<file path="config.mk">
export PLATFORM = sky130hd
export DESIGN_NAME = pcicfg_port
export DESIGN_NICKNAME = d
export VERILOG_FILES = /design/src/rtl/pcicfg_port_pkg.sv /design/src/rtl/pcicfg_decode.sv /design/src/rtl/pcicfg_addr_reg.sv /design/src/rtl/pcicfg_seq.sv /design/src/rtl/pcicfg_port.sv
export SDC_FILE = /design/constraint.sdc
export NUM_CORES = 1
export LEC_CHECK = 0
export CAP_MARGIN = 20
export CELL_PAD_IN_SITES_DETAIL_PLACEMENT = 0
export CELL_PAD_IN_SITES_GLOBAL_PLACEMENT = 1
export CORE_UTILIZATION = 26
export DETAILED_ROUTE_END_ITERATION = 8
export DONT_BUFFER_PORTS = 1
export PLACE_DENSITY = 0.5
export SLEW_MARGIN = 20
export SYNTH_ARGS = -nofsm -noshare
export SYNTH_HDL_FRONTEND = slang
export SYNTH_SLANG_ARGS = --single-unit
export TNS_END_PERCENT = 5
</file>
<file path="constraint.sdc">
create_clock -name clk -period 2.25 [get_ports clk]
set_input_delay 0.3375 -clock clk [delete_from_list [all_inputs] [get_ports clk]]
set_output_delay 0.3375 -clock clk [all_outputs]
set_load 0.02 [all_outputs]
</file>
<file path="src/rtl/pcicfg_port_pkg.sv">
package pcicfg_port_pkg;

   typedef enum logic [1:0] {
      SZ_BYTE = 2'd0,
      SZ_HALF = 2'd1,
      SZ_WORD = 2'd2,
      SZ_WIDE = 2'd3
   } acc_size_e;

   typedef enum logic [1:0] {
      TGT_NONE = 2'd0,
      TGT_ADDR = 2'd1,
      TGT_CFG  = 2'd2,
      TGT_IO   = 2'd3
   } target_e;

   typedef enum logic [1:0] {
      ST_IDLE = 2'd0,
      ST_WAIT = 2'd1,
      ST_DONE = 2'd2
   } seq_state_e;

   // lane enables from access size and the low offset bits
   function automatic logic [3:0] lane_enables(acc_size_e sz, logic [1:0] ofs);
      logic [3:0] r;
      case (sz)
         SZ_BYTE: r = 4'b0001 << ofs;
         SZ_HALF: r = ofs[1] ? 4'b1100 : 4'b0011;
         default: r = 4'b1111;
      endcase
      return r;
   endfunction

endpackage

</file>
<file path="src/rtl/pcicfg_decode.sv">
module pcicfg_decode
   import pcicfg_port_pkg::*;
#(
   parameter int          HOST_AW  = 12,
   parameter int          DATA_W   = 32,
   parameter logic [11:0] ADDR_OFS = 12'h064,
   parameter logic [11:0] CFG_OFS  = 12'h068,
   parameter logic [11:0] IO_OFS   = 12'h06C,
   parameter int          BE_W     = DATA_W / 8
)(
   input  logic [HOST_AW-1:0] host_addr,
   input  logic [1:0]         host_size,
   output target_e            tgt,
   output logic [BE_W-1:0]    be,
   output logic [DATA_W-1:0]  lane_mask
);

   localparam int WORD_AW = HOST_AW - 2;

   logic [WORD_AW-1:0] word_idx;
   assign word_idx = host_addr[HOST_AW-1:2];

   always_comb begin
      if (word_idx == ADDR_OFS[HOST_AW-1:2])
         tgt = TGT_ADDR;
      else if (word_idx == CFG_OFS[HOST_AW-1:2])
         tgt = TGT_CFG;
      else if (word_idx == IO_OFS[HOST_AW-1:2])
         tgt = TGT_IO;
      else
         tgt = TGT_NONE;
   end

   assign be = lane_enables(acc_size_e'(host_size), host_addr[1:0]);

   for (genvar i = 0; i < BE_W; i++) begin : g_lane
      assign lane_mask[8*i +: 8] = {8{be[i]}};
   end

endmodule

</file>
<file path="src/rtl/pcicfg_addr_reg.sv">
module pcicfg_addr_reg #(
   parameter int DATA_W = 32,
   parameter int BE_W   = DATA_W / 8
)(
   input  logic              clk,
   input  logic              rst_n,
   input  logic              wr_en,
   input  logic [BE_W-1:0]   wr_be,
   input  logic [DATA_W-1:0] wr_data,
   output logic [DATA_W-1:0] q
);

   for (genvar i = 0; i < BE_W; i++) begin : g_byte
      always_ff @(posedge clk or negedge rst_n) begin
         if (!rst_n)
            q[8*i +: 8] <= '0;
         else if (wr_en && wr_be[i])
            q[8*i +: 8] <= wr_data[8*i +: 8];
      end


      areg_lane_write_chk: assert property (@(posedge clk) disable iff (!rst_n)
         (wr_en && wr_be[i]) |=> (q[8*i +: 8] == $past(wr_data[8*i +: 8])));


      areg_lane_hold_chk: assert property (@(posedge clk) disable iff (!rst_n)
         !(wr_en && wr_be[i]) |=> $stable(q[8*i +: 8]));
   end

endmodule

</file>
<file path="src/rtl/pcicfg_seq.sv">
module pcicfg_seq
   import pcicfg_port_pkg::*;
#(
   parameter int DATA_W = 32,
   parameter int DN_AW  = 32,
   parameter int CFG_AW = 24,
   parameter int IO_AW  = 16,
   parameter int BE_W   = DATA_W / 8
)(
   input  logic              clk,
   input  logic              rst_n,
   input  logic              host_req,
   input  logic              host_we,
   input  target_e           tgt,
   input  logic [BE_W-1:0]   be,
   input  logic [DATA_W-1:0] lane_mask,
   input  logic [DATA_W-1:0] host_wdata,
   input  logic [DATA_W-1:0] areg_q,
   output logic              areg_wr,
   output logic              host_ready,
   output logic [DATA_W-1:0] host_rdata,
   output logic              dn_req,
   output logic              dn_cfg,
   output logic              dn_we,
   output logic [DN_AW-1:0]  dn_addr,
   output logic [BE_W-1:0]   dn_be,
   output logic [DATA_W-1:0] dn_wdata,
   input  logic              dn_ack,
   input  logic [DATA_W-1:0] dn_rdata
);

   seq_state_e         st_q;
   logic               win_hit;
   logic               launch;
   logic [DN_AW-1:0]   cyc_addr;
   logic [DATA_W-1:0]  mask_q;
   logic [DATA_W-1:0]  rdata_q;

   assign win_hit = host_req && ((tgt == TGT_CFG) || (tgt == TGT_IO));
   assign launch  = (st_q == ST_IDLE) && win_hit;
   assign areg_wr = (st_q == ST_IDLE) && host_req && host_we && (tgt == TGT_ADDR);

   // dword address for the cycle; lane choice travels in the enables
   always_comb begin
      cyc_addr = '0;
      if (tgt == TGT_CFG)
         cyc_addr[CFG_AW-1:2] = areg_q[CFG_AW-1:2];
      else
         cyc_addr[IO_AW-1:2] = areg_q[IO_AW-1:2];
   end

   always_ff @(posedge clk or negedge rst_n) begin
      if (!rst_n) begin
         st_q     <= ST_IDLE;
         dn_cfg   <= 1'b0;
         dn_we    <= 1'b0;
         dn_addr  <= '0;
         dn_be    <= '0;
         dn_wdata <= '0;
         mask_q   <= '0;
         rdata_q  <= '0;
      end else begin
         case (st_q)
            ST_IDLE: begin
               if (launch) begin
                  st_q     <= ST_WAIT;
                  dn_cfg   <= (tgt == TGT_CFG);
                  dn_we    <= host_we;
                  dn_addr  <= cyc_addr;
                  dn_be    <= be;
                  dn_wdata <= host_wdata;
                  mask_q   <= lane_mask;
               end
            end
            ST_WAIT: begin
               if (dn_ack) begin
                  st_q    <= ST_DONE;
                  rdata_q <= dn_we ? '0 : (dn_rdata & mask_q);
               end
            end
            default: st_q <= ST_IDLE;
         endcase
      end
   end

   assign dn_req = (st_q == ST_WAIT);

   always_comb begin
      host_ready = 1'b0;
      host_rdata = '0;
      if (st_q == ST_DONE) begin
         host_ready = 1'b1;
         host_rdata = rdata_q;
      end else if ((st_q == ST_IDLE) && host_req && !win_hit) begin
         host_ready = 1'b1;
         if (!host_we && (tgt == TGT_ADDR))
            host_rdata = areg_q & lane_mask;
      end
   end


   dn_hold_chk: assert property (@(posedge clk) disable iff (!rst_n)
      (dn_req && !dn_ack) |=> (dn_req && $stable(dn_addr) && $stable(dn_be)));


   ack_ends_cycle_chk: assert property (@(posedge clk) disable iff (!rst_n)
      (dn_req && dn_ack) |=> (host_ready && !dn_req));


   be_shape_chk: assert property (@(posedge clk) disable iff (!rst_n)
      dn_req |-> (($countones(dn_be) == 1) || (dn_be == 4'b0011) ||
                  (dn_be == 4'b1100) || (dn_be == 4'b1111)));


   no_dn_after_ready_chk: assert property (@(posedge clk) disable iff (!rst_n)
      host_ready |=> !dn_req);


   ready_not_while_req_chk: assert property (@(posedge clk) disable iff (!rst_n)
      dn_req |-> !host_ready);

endmodule

</file>
<file path="src/rtl/pcicfg_port.sv">
module pcicfg_port
   import pcicfg_port_pkg::*;
#(
   parameter int          HOST_AW  = 12,
   parameter int          DATA_W   = 32,
   parameter int          DN_AW    = 32,
   parameter int          CFG_AW   = 24,
   parameter int          IO_AW    = 16,
   parameter logic [11:0] ADDR_OFS = 12'h064,
   parameter logic [11:0] CFG_OFS  = 12'h068,
   parameter logic [11:0] IO_OFS   = 12'h06C
)(
   input  logic               clk,
   input  logic               rst_n,
   input  logic               host_req,
   input  logic               host_we,
   input  logic [HOST_AW-1:0] host_addr,
   input  logic [1:0]         host_size,
   input  logic [31:0]        host_wdata,
   output logic               host_ready,
   output logic [31:0]        host_rdata,
   output logic               dn_req,
   output logic               dn_cfg,
   output logic               dn_we,
   output logic [DN_AW-1:0]   dn_addr,
   output logic [3:0]         dn_be,
   output logic [31:0]        dn_wdata,
   input  logic               dn_ack,
   input  logic [31:0]        dn_rdata
);

   localparam int BE_W = DATA_W / 8;

   if (DATA_W != 32) begin : g_bad_width
      $error("pcicfg_port: DATA_W must be 32");
   end
   if ((CFG_AW > DN_AW) || (IO_AW > DN_AW) || (CFG_AW > DATA_W) || (IO_AW > DATA_W)
       || (CFG_AW < 3) || (IO_AW < 3)) begin : g_bad_aw
      $error("pcicfg_port: address widths out of range");
   end
   if ((ADDR_OFS[1:0] != 0) || (CFG_OFS[1:0] != 0) || (IO_OFS[1:0] != 0)) begin : g_bad_align
      $error("pcicfg_port: register offsets must be word aligned");
   end
   if ((ADDR_OFS == CFG_OFS) || (ADDR_OFS == IO_OFS) || (CFG_OFS == IO_OFS)) begin : g_bad_map
      $error("pcicfg_port: register offsets must differ");
   end

   target_e           tgt;
   logic [BE_W-1:0]   be;
   logic [DATA_W-1:0] lane_mask;
   logic [DATA_W-1:0] areg_q;
   logic              areg_wr;

   pcicfg_decode #(
      .HOST_AW (HOST_AW), .DATA_W (DATA_W),
      .ADDR_OFS(ADDR_OFS), .CFG_OFS(CFG_OFS), .IO_OFS(IO_OFS)
   ) u_decode (
      .host_addr(host_addr), .host_size(host_size),
      .tgt(tgt), .be(be), .lane_mask(lane_mask)
   );

   pcicfg_addr_reg #(.DATA_W(DATA_W)) u_areg (
      .clk(clk), .rst_n(rst_n), .wr_en(areg_wr), .wr_be(be),
      .wr_data(host_wdata), .q(areg_q)
   );

   pcicfg_seq #(
      .DATA_W(DATA_W), .DN_AW(DN_AW), .CFG_AW(CFG_AW), .IO_AW(IO_AW)
   ) u_seq (
      .clk(clk), .rst_n(rst_n), .host_req(host_req), .host_we(host_we),
      .tgt(tgt), .be(be), .lane_mask(lane_mask), .host_wdata(host_wdata),
      .areg_q(areg_q), .areg_wr(areg_wr), .host_ready(host_ready),
      .host_rdata(host_rdata), .dn_req(dn_req), .dn_cfg(dn_cfg), .dn_we(dn_we),
      .dn_addr(dn_addr), .dn_be(dn_be), .dn_wdata(dn_wdata),
      .dn_ack(dn_ack), .dn_rdata(dn_rdata)
   );


   rdata_lanes_chk: assert property (@(posedge clk) disable iff (!rst_n)
      (host_req && host_ready) |-> ((host_rdata & ~lane_mask) == '0));


   stray_no_areg_chk: assert property (@(posedge clk) disable iff (!rst_n)
      (host_req && (tgt == TGT_NONE)) |=> $stable(areg_q));

endmodule

</file>
# Word-level counts from Yosys, hierarchy flattened
# Cells that the tools add are included.
[classes]
n_eq_ne = 11
n_shift = 1
mux = 15
n_bitwise = 2
reduce_logical = 19
[ops]
columns = ["operator", "count"]
rows = [
  ["2-to-1 mux 32 bit", 4],
  ["bitwise AND 32 bit", 2],
  ["== test 10 x 5 -> 1 bit, second input constant", 3],
  ["logical AND 1 bit", 11],
  ["2-to-1 mux 2 bit", 5],
  ["2-to-1 mux 8 bit", 1],
  ["case mux 4 bit (2 select lines)", 1],
  ["== test 2 x 1 -> 1 bit, second input constant", 3],
  ["== test 2 bit, second input constant", 3],
  ["AND reduction 2 bit", 3],
  ["zero test 2 bit", 2],
  ["2-to-1 mux 4 bit", 1],
  ["inequality test 2 x 1 -> 1 bit, second input constant", 2],
  ["case mux 2 bit (2 select lines)", 1],
  ["<< shifter 1 x 2 -> 4 bit, first input constant", 1],
  ["zero test 1 bit", 2],
  ["2-to-1 mux 1 bit", 2],
  ["logical OR 1 bit", 1],
]
[word_totals]
ff_bits = 151
inputBits = 83
output_inout_bits = 104
elab_cells = 60

# Longest topological paths before layout
# Gate-level depths: netlist of run 1.
[depth]
depth_word = 11
mapped_depth = 6
ltp_nobuf = 4

# By module
# Synthesis of run 1 repeated with hierarchy kept, for this count alone.
[unflattened]
hier_cells = 520
hier_area_um2 = 7522.2
[by_module_without_submodules]
columns = ["module", "instances", "cells_per_inst", "area_each_um2", "seq_area_each_um2"]
rows = [
  ["pcicfg_seq", 1, 407, 6012.0, 3153.0],
  ["pcicfg_addr_reg", 1, 68, 1186.1, 800.8],
  ["pcicfg_decode", 1, 45, 324.1, 0.0],
]

# Worst setup path before layout of run 1
# Ideal clock, no wire load.
[synth_path]
path_type = "input port to output port"
start = "input host_addr[11]"
end = "output host_rdata[0]"
arrival_time_ns = 1.549
required_ns = 1.913
slack_ns = 0.363
stages = 4
n_path_buf = 0
cell_sequence = "nor4b_4 nand4_1 nor2_2 a22o_1"
[synth_via]
elab_chain_len = 11
[synth_rtl]
columns = ["item", "line", "rtl"]
rows = [
  ["start: declaration", "pcicfg_port.sv:17", "input logic [HOST_AW-1:0] host_addr,"],
  ["== test 10 x 5 -> 1 bit", "pcicfg_decode.sv:28", "else if (word_idx == IO_OFS[HOST_AW-1:2])"],
  ["2-to-1 mux 2 bit", "pcicfg_decode.sv:28", ""],
  ["2-to-1 mux 2 bit", "pcicfg_decode.sv:26", "else if (word_idx == CFG_OFS[HOST_AW-1:2])"],
  ["2-to-1 mux 2 bit (*)", "pcicfg_decode.sv:24", "if (word_idx == ADDR_OFS[HOST_AW-1:2])"],
  ["== test 2 bit", "pcicfg_seq.sv:39", "assign win_hit = host_req && ((tgt == TGT_CFG) || (tgt == TGT_IO));"],
  ["logical OR 1 bit", "pcicfg_seq.sv:39", ""],
  ["logical AND 1 bit", "pcicfg_seq.sv:39", ""],
  ["zero test 1 bit", "pcicfg_seq.sv:94", "end else if ((st_q == ST_IDLE) && host_req && !win_hit) begin"],
  ["logical AND 1 bit", "pcicfg_seq.sv:94", ""],
  ["2-to-1 mux 32 bit (*)", "pcicfg_seq.sv:94", ""],
  ["2-to-1 mux 32 bit (*)", "pcicfg_seq.sv:91", "if (st_q == ST_DONE) begin"],
  ["end: declaration", "pcicfg_port.sv:21", "output logic [31:0] host_rdata,"],
]
# Mark *: on every way between the ends. The rest lies on a longest branch, timed or not.

# Worst setup path after layout of run 1
[layout_path]
start = "register u_seq.st_q[1]"
end = "output host_rdata[4]"
[layout_via]
elab_chain_len = 5
[layout_rtl]
columns = ["item", "line", "rtl"]
rows = [
  ["start: declaration", "pcicfg_seq.sv:32", "seq_state_e st_q;"],
  ["start signal: assignment", "pcicfg_seq.sv:54", "st_q <= ST_IDLE;"],
  ["start signal: assignment", "pcicfg_seq.sv:66", "st_q <= ST_WAIT;"],
  ["start signal: assignment", "pcicfg_seq.sv:77", "st_q <= ST_DONE;"],
  ["zero test 2 bit", "pcicfg_seq.sv:94", ""],
  ["logical AND 1 bit (2 in a row)", "pcicfg_seq.sv:94", ""],
  ["2-to-1 mux 32 bit", "pcicfg_seq.sv:94", ""],
  ["2-to-1 mux 32 bit (*)", "pcicfg_seq.sv:91", ""],
]
# Marked as above.

==> results of run 1 <==
routing by layer:
layer / GRT usage (%) / wire [um]
met1: 17.26 / 6150
met2: 21.89 / 6994
met3: 6.087 / 1282
met4: 4.330 / 110
met5: 0 / 0
critical path, delay by kind of cell (launching register included):
family / cells / cell delay (ns)
AO/OA/AOI/OAI: 1 / 0.17
buffers and inverters: 3 / 0.44
flip-flops: 1 / 0.40
AND/OR/NAND/NOR: 3 / 0.45
cell usage after synthesis (all sizes together):
cell type	count
a21oi	5
a22o	32
and3b	1
buf	19
clkbuf	15
conb	1
dfrtp	126
inv	3
mux2	79
nand2	78
nand2b	9
nand3	1
nand4	3
nor2	9
nor2b	6
nor3b	2
nor4b	2
o21ai	46
or2	1
final timing paths:
path	slack, ns	start	depth (start not counted)	end
setup reg to reg	0.43	u_seq.st_q[1]	5	u_areg.q[1]
max in group asynchronous	2.45	rst_n	0	u_seq.dn_wdata[1]
hold reg to reg	0.48	u_seq.rdata_q[19]	2	u_seq.rdata_q[19]
hold / removal	-0.38	rst_n	0	u_seq.dn_wdata[20]
min in group clk	0.04	host_addr[2]	1	u_seq.dn_cfg
setup / recovery	0.04	u_seq.st_q[1]	7	host_rdata[4]
metrics by stage:
step	utilization [%]	setup WS, ns	setup TNS [ns]	total power [mW]
final	32.02	0.03790	0	5.152
after global routing	32.02	-0.07328	-0.8796	5.364
after CTS	31.80	-0.01268	-0.06718	5.263
after detailed placement	28.68	0.2341	0	2.465
after global placement	28.68	0.2547	0	2.464
after floorplan	-	0.3632	0	2.454
kinds of logic after synthesis:
family | count (synthesis)
buffers and inverters | 37
other | 1
AOI/OAI and AO/OA | 83
DFF | 126
muxes | 79
and+or+nand+nor | 112
power by group:
group          total, mW  leakage, nW  switching (mW)  internal (mW)
clock               2.73        0.276            1.06           1.66
sequential          2.33         1.76          0.0418           2.29
combinational     0.0948         1.10          0.0498         0.0450
registers in the layout, summed over array words and instances (netlist names):
| register | flops |
|---|---|
| u_seq.dn_cfg | 1 |
| u_seq.dn_we | 1 |
| u_seq.st_q | 2 |
| u_seq.dn_wdata | 32 |
| u_seq.dn_addr | 22 |
| u_seq.rdata_q | 32 |
| u_areg.q | 32 |
| u_seq.dn_be | 4 |
layout make-up:
type                            count  area (um^2)  share of cell area, %
Clock buffer                       19        442.9                  6.770
Clock inverter                     13        140.1                  2.142
Inverter                            3        11.26                 0.1721
Multi-Input combinational cell    284         2236                  34.17
Sequential cell                   126         3154                  48.21
Tap cell                          270        337.8                  5.164
Timing Repair Buffer               24        220.2                  3.366
repair_timing:
action | 4_1_cts | 5_1_grt
endpoints found under the setup margin | 32 | 32
hold endpoints to repair | 126 | 126
buffers inserted | 2 | 1
pin swaps | 1 | 3
resized for setup | 22 | 15
==> impl_metrics.tcl, run 1 <==
set metrics [dict create \
    status "finished, violations left" \
    violations "hold timing" \
    grt.overflow.total 0 \
    slowest_stage "dfrtp_1" \
    drt_iter0_markers 105 \
    rsz0062_at_grt "yes" \
    drc 0 \
    drt-pass1-iter-count 4 \
    path_cells "nor3b_4, nand4_1, buf_6, nor2_4, buf_6, a22o_1, buf_6" \
    antenna_cells 0 \
    synth_top_family_by_area "multiplexers" \
    io_buffers 0 \
    synth-simple-area-share_pct 10.61 \
    yosysTopAreaCellShare_pct 57.48 \
    finalNonFillerCells 739 \
    min_period_ns 2.212 \
    io_pins 187 \
    fin_skew_ns 0.006138 \
    ys_seq_area_share_pct 57.48 \
    synth_xor_area_share_pct 0 \
    drive_gt1_share_pct 36.03 \
    slowest_delay_ns 0.40 \
    grtUsageTotal_pct 13.97 \
    synth_seq_cells 126 \
    via_per_inst 4.506 \
    critPathArrivalTime_ns 1.87 \
    syn-cell-area_um2 5485 \
    row_count 52 \
    num_vias 3330 \
    path_max_fanout 8 \
    hpwl_um 9536 \
    synth_cell_types 28 \
    grt_pass1_vias 3601 \
    cts_tree "done" \
    die_y_um 147.3 \
    postSynthCellCount 438 \
    crit_type "flop to primary output" \
    synth.avg_cell_area_um2 12.52 \
    clkTransAtPathRegs_ns 0.06 \
    setup-violations-final 0 \
    muxShareOfSynthArea_pct 18.41 \
    cts_num_sinks 126 \
    gp_congestion 0.7224 \
    place_area_um2 5859 \
    fin_nets 539 \
    final_cell_area_um2 6543 \
    power.leakage_nw 3.126 \
    wire_per_inst_um 19.67 \
    final_common_cell "dfrtp_1" \
    end_kind "primary output" \
    ys_top_cells_by_area "dfrtp_1, mux2_4, mux2_2" \
    fmax_mhz 452.1 \
    ys.warnings.count 0 \
    drv_cap 0 \
    grt_max_degree 127 \
    drv_slew 0 \
    die_area_um2 21680 \
    cts-root-buf "clkbuf_16" \
    holdWs_ns -0.3810 \
    coreArea_um2 20430 \
    grt_pass1_wl_um 22260 \
    ir_drop_mv 0.4693 \
    htreeDepth 4 \
    p_per_area_nw_per_um2 787.4 \
    hp-class "primary input to asynchronous set/reset pin" \
    synth_top_cell_by_area "dfrtp_1" \
    fill_cells 2096 \
    areaGrowthSynthToFinish_pct 19.27 \
    clk_latency_ns 0.41 \
    worst_ep_required_time_ns 1.91 \
    dp.cells 704 \
    slew_headroom_pct 65.08 \
    antenna_left 0 \
    cp_common_cell "buf_6" \
    clockBufferDepth 2 \
    hold_viol_final 126 \
    wl_um 14540 \
    period_share_pct 98.32 \
    tightest_slew_ns 0.5219 \
    synthAdderAreaFrac_pct 0 \
    synth-compound-area-share_pct 9.763 \
    initial_core_util_pct 26.85 \
    startpoint_type "flop" \
    dieWidth_um 147.3 \
    cts_buffers 17 \
    final_cell_mix "dfrtp_1, nand2_1, o21ai_0" \
    antenna_found_initial 0 \
]
Power figures use the tool's default switching activity.
==> run 2: changes to the inputs <==
==> constraint.sdc (replaced) <==
create_clock -name clk -period 2.25 [get_ports clk]
set_input_delay 0.5625 -clock clk [delete_from_list [all_inputs] [get_ports clk]]
set_output_delay 0.5625 -clock clk [all_outputs]
set_load 0.02 [all_outputs]
==> run 2 against run 1 <==
The flow finishes with violations (hold timing, setup timing). Power grew 4.5%. Routed wire length shrank 0.80%. Sequential cell count is the same. Maximum frequency shrank 8.4%. Largest cell class unchanged. Highest routed layer unchanged.
==> impl_metrics.tcl, run 2 (same netlist as run 1, synthesis figures left out) <==
set metrics [dict create \
    status "finished, violations left" \
    violations "hold timing, setup timing" \
    clk_latency_ns 0.41 \
    clkPwrFrac_pct 54.8 \
    initial_core_util_pct 26.85 \
    rsz0062_at_grt "yes" \
    p_sw_share_pct 20.35 \
    power.switching_mw 1.096 \
    path_max_fanout 5 \
    hold_viol_final 126 \
    cts-root-buf "clkbuf_16" \
    antenna_cells 0 \
    power_frac_seq_pct 43.3 \
    final_cell_mix "dfrtp_1, nand2_1, o21ai_0" \
    num_vias 3356 \
    worst_ep_required_time_ns 1.69 \
    drv_slew 0 \
    hpwl_um 10010 \
    htreeDepth 4 \
    dp.cells 708 \
    r2r_setup_slack_ns 0.37 \
    via_per_inst 4.517 \
    drt_iter0_markers 89 \
    finalNonFillerCells 743 \
    total_power_mw 5.385 \
    wire_per_inst_um 19.41 \
    coreArea_um2 20430 \
    tightest_slew_ns 0.6750 \
    cts_tree "done" \
    end_kind "primary output" \
    row_count 52 \
    grt_max_degree 127 \
    grtUsageTotal_pct 13.97 \
    wl_um 14420 \
    critPathArrivalTime_ns 1.85 \
    ir_drop_mv 0.4668 \
    io_buffers 0 \
    grt_pass1_vias 3657 \
    drive_gt1_share_pct 37.42 \
    drc 0 \
    cts_num_sinks 126 \
    final_common_cell "dfrtp_1" \
    antenna_left 0 \
    drv_cap 0 \
    period_share_pct 107.4 \
    worst_slack_ns -0.1662 \
    intPower_mw 4.289 \
    power.leakage_nw 3.393 \
    gp_congestion 0.7608 \
    grt.overflow.total 0 \
    die_area_um2 21680 \
    slew_headroom_pct 54.91 \
    cts_buffers 17 \
    drt-pass1-iter-count 4 \
    fin_skew_ns 0.006897 \
    dieWidth_um 147.3 \
    antenna_found_initial 0 \
    die_y_um 147.3 \
    crit_type "flop to primary output" \
    areaGrowthSynthToFinish_pct 25.80 \
    io_pins 187 \
    p_per_area_nw_per_um2 780.4 \
    place_ws_ns -0.1745 \
    reg2reg_depth 6 \
    setup-violations-final 32 \
    fin_nets 543 \
    min_period_ns 2.416 \
    hp-class "primary input to asynchronous set/reset pin" \
    fmax_mhz 413.9 \
    r2r_start "u_seq.st_q[1]" \
    grt_pass1_wl_um 22480 \
    power_frac_comb_pct 1.8 \
    clkTransAtPathRegs_ns 0.06 \
    clockBufferDepth 2 \
    reg2reg_to "u_areg.q[4]" \
    top_regs "u_areg.q x32, u_seq.dn_wdata x32, u_seq.rdata_q x32" \
    startpoint_type "flop" \
    holdWs_ns -0.1481 \
]
## run 2: power groups by stage
stage	clock (mW)	combinational, mW	sequential, mW
detailed placement	0	0.0973	2.37
global placement	0	0.0961	2.37
global route	3.17	0.109	2.33
finish	2.95	0.0996	2.33
CTS	3.06	0.101	2.33
floorplan	0	0.0881	2.37
## run 2: stage by stage
stage | instance area (um^2) | util [%] | TNS, ns
2_1_floorplan | 5519 | - | -2.778
3_3_place_gp | 5902 | 28.89 | -4.518
3_5_place_dp | 5902 | 28.89 | -4.473
4_1_cts | 6900 | 33.78 | -6.175
5_1_grt | 6900 | 33.78 | -8.656
6_report | 6900 | 33.78 | -4.700
## run 2: timing repair
item / 4_1_cts / 5_1_grt
pin swaps: 2 / 0
endpoints found under the hold margin: 126 / 126
resized for setup: 67 / 0
endpoints found under the setup margin: 32 / 32
buffers inserted: 3 / 0
## run 2: area by class of cell
class	count	area (um^2)
flip-flops and latches	126	3153
inverters	3	11.26
fillers	2043	13530
clock inverters	8	126.4
well taps	270	337.8
repair buffers	28	275.3
clock buffers	24	521.8
multi-input cells	284	2475
## run 2: worst max path at each step
stage	cells past startpoint	end	from	slack, ns
2_1_floorplan	4	host_rdata[0]	host_addr[11]	-0.09
3_3_place_gp	6	host_rdata[0]	host_addr[11]	-0.18
3_5_place_dp	6	host_rdata[0]	host_addr[9]	-0.17
4_1_cts	7	host_rdata[15]	u_seq.st_q[1]	-0.21
5_1_grt	7	host_rdata[15]	u_seq.st_q[1]	-0.30
6_report	7	host_rdata[15]	u_seq.st_q[1]	-0.17
## run 2: worst max-delay path: stages (launching register included)
cell     delay, ns
dfrtp_1       0.38
nor3b_2       0.19
buf_4         0.14
nand4_1       0.13
buf_6         0.19
nor2_4        0.12
buf_6         0.14
a22o_4        0.16
## run 2: metal layers
| metal | routed length (um) | track usage, % |
|---|---|---|
| met5 | 0 | 0 |
| met3 | 1165 | 6.149 |
| met2 | 6928 | 22.00 |
| met4 | 167 | 4.278 |
| met1 | 6160 | 17.14 |
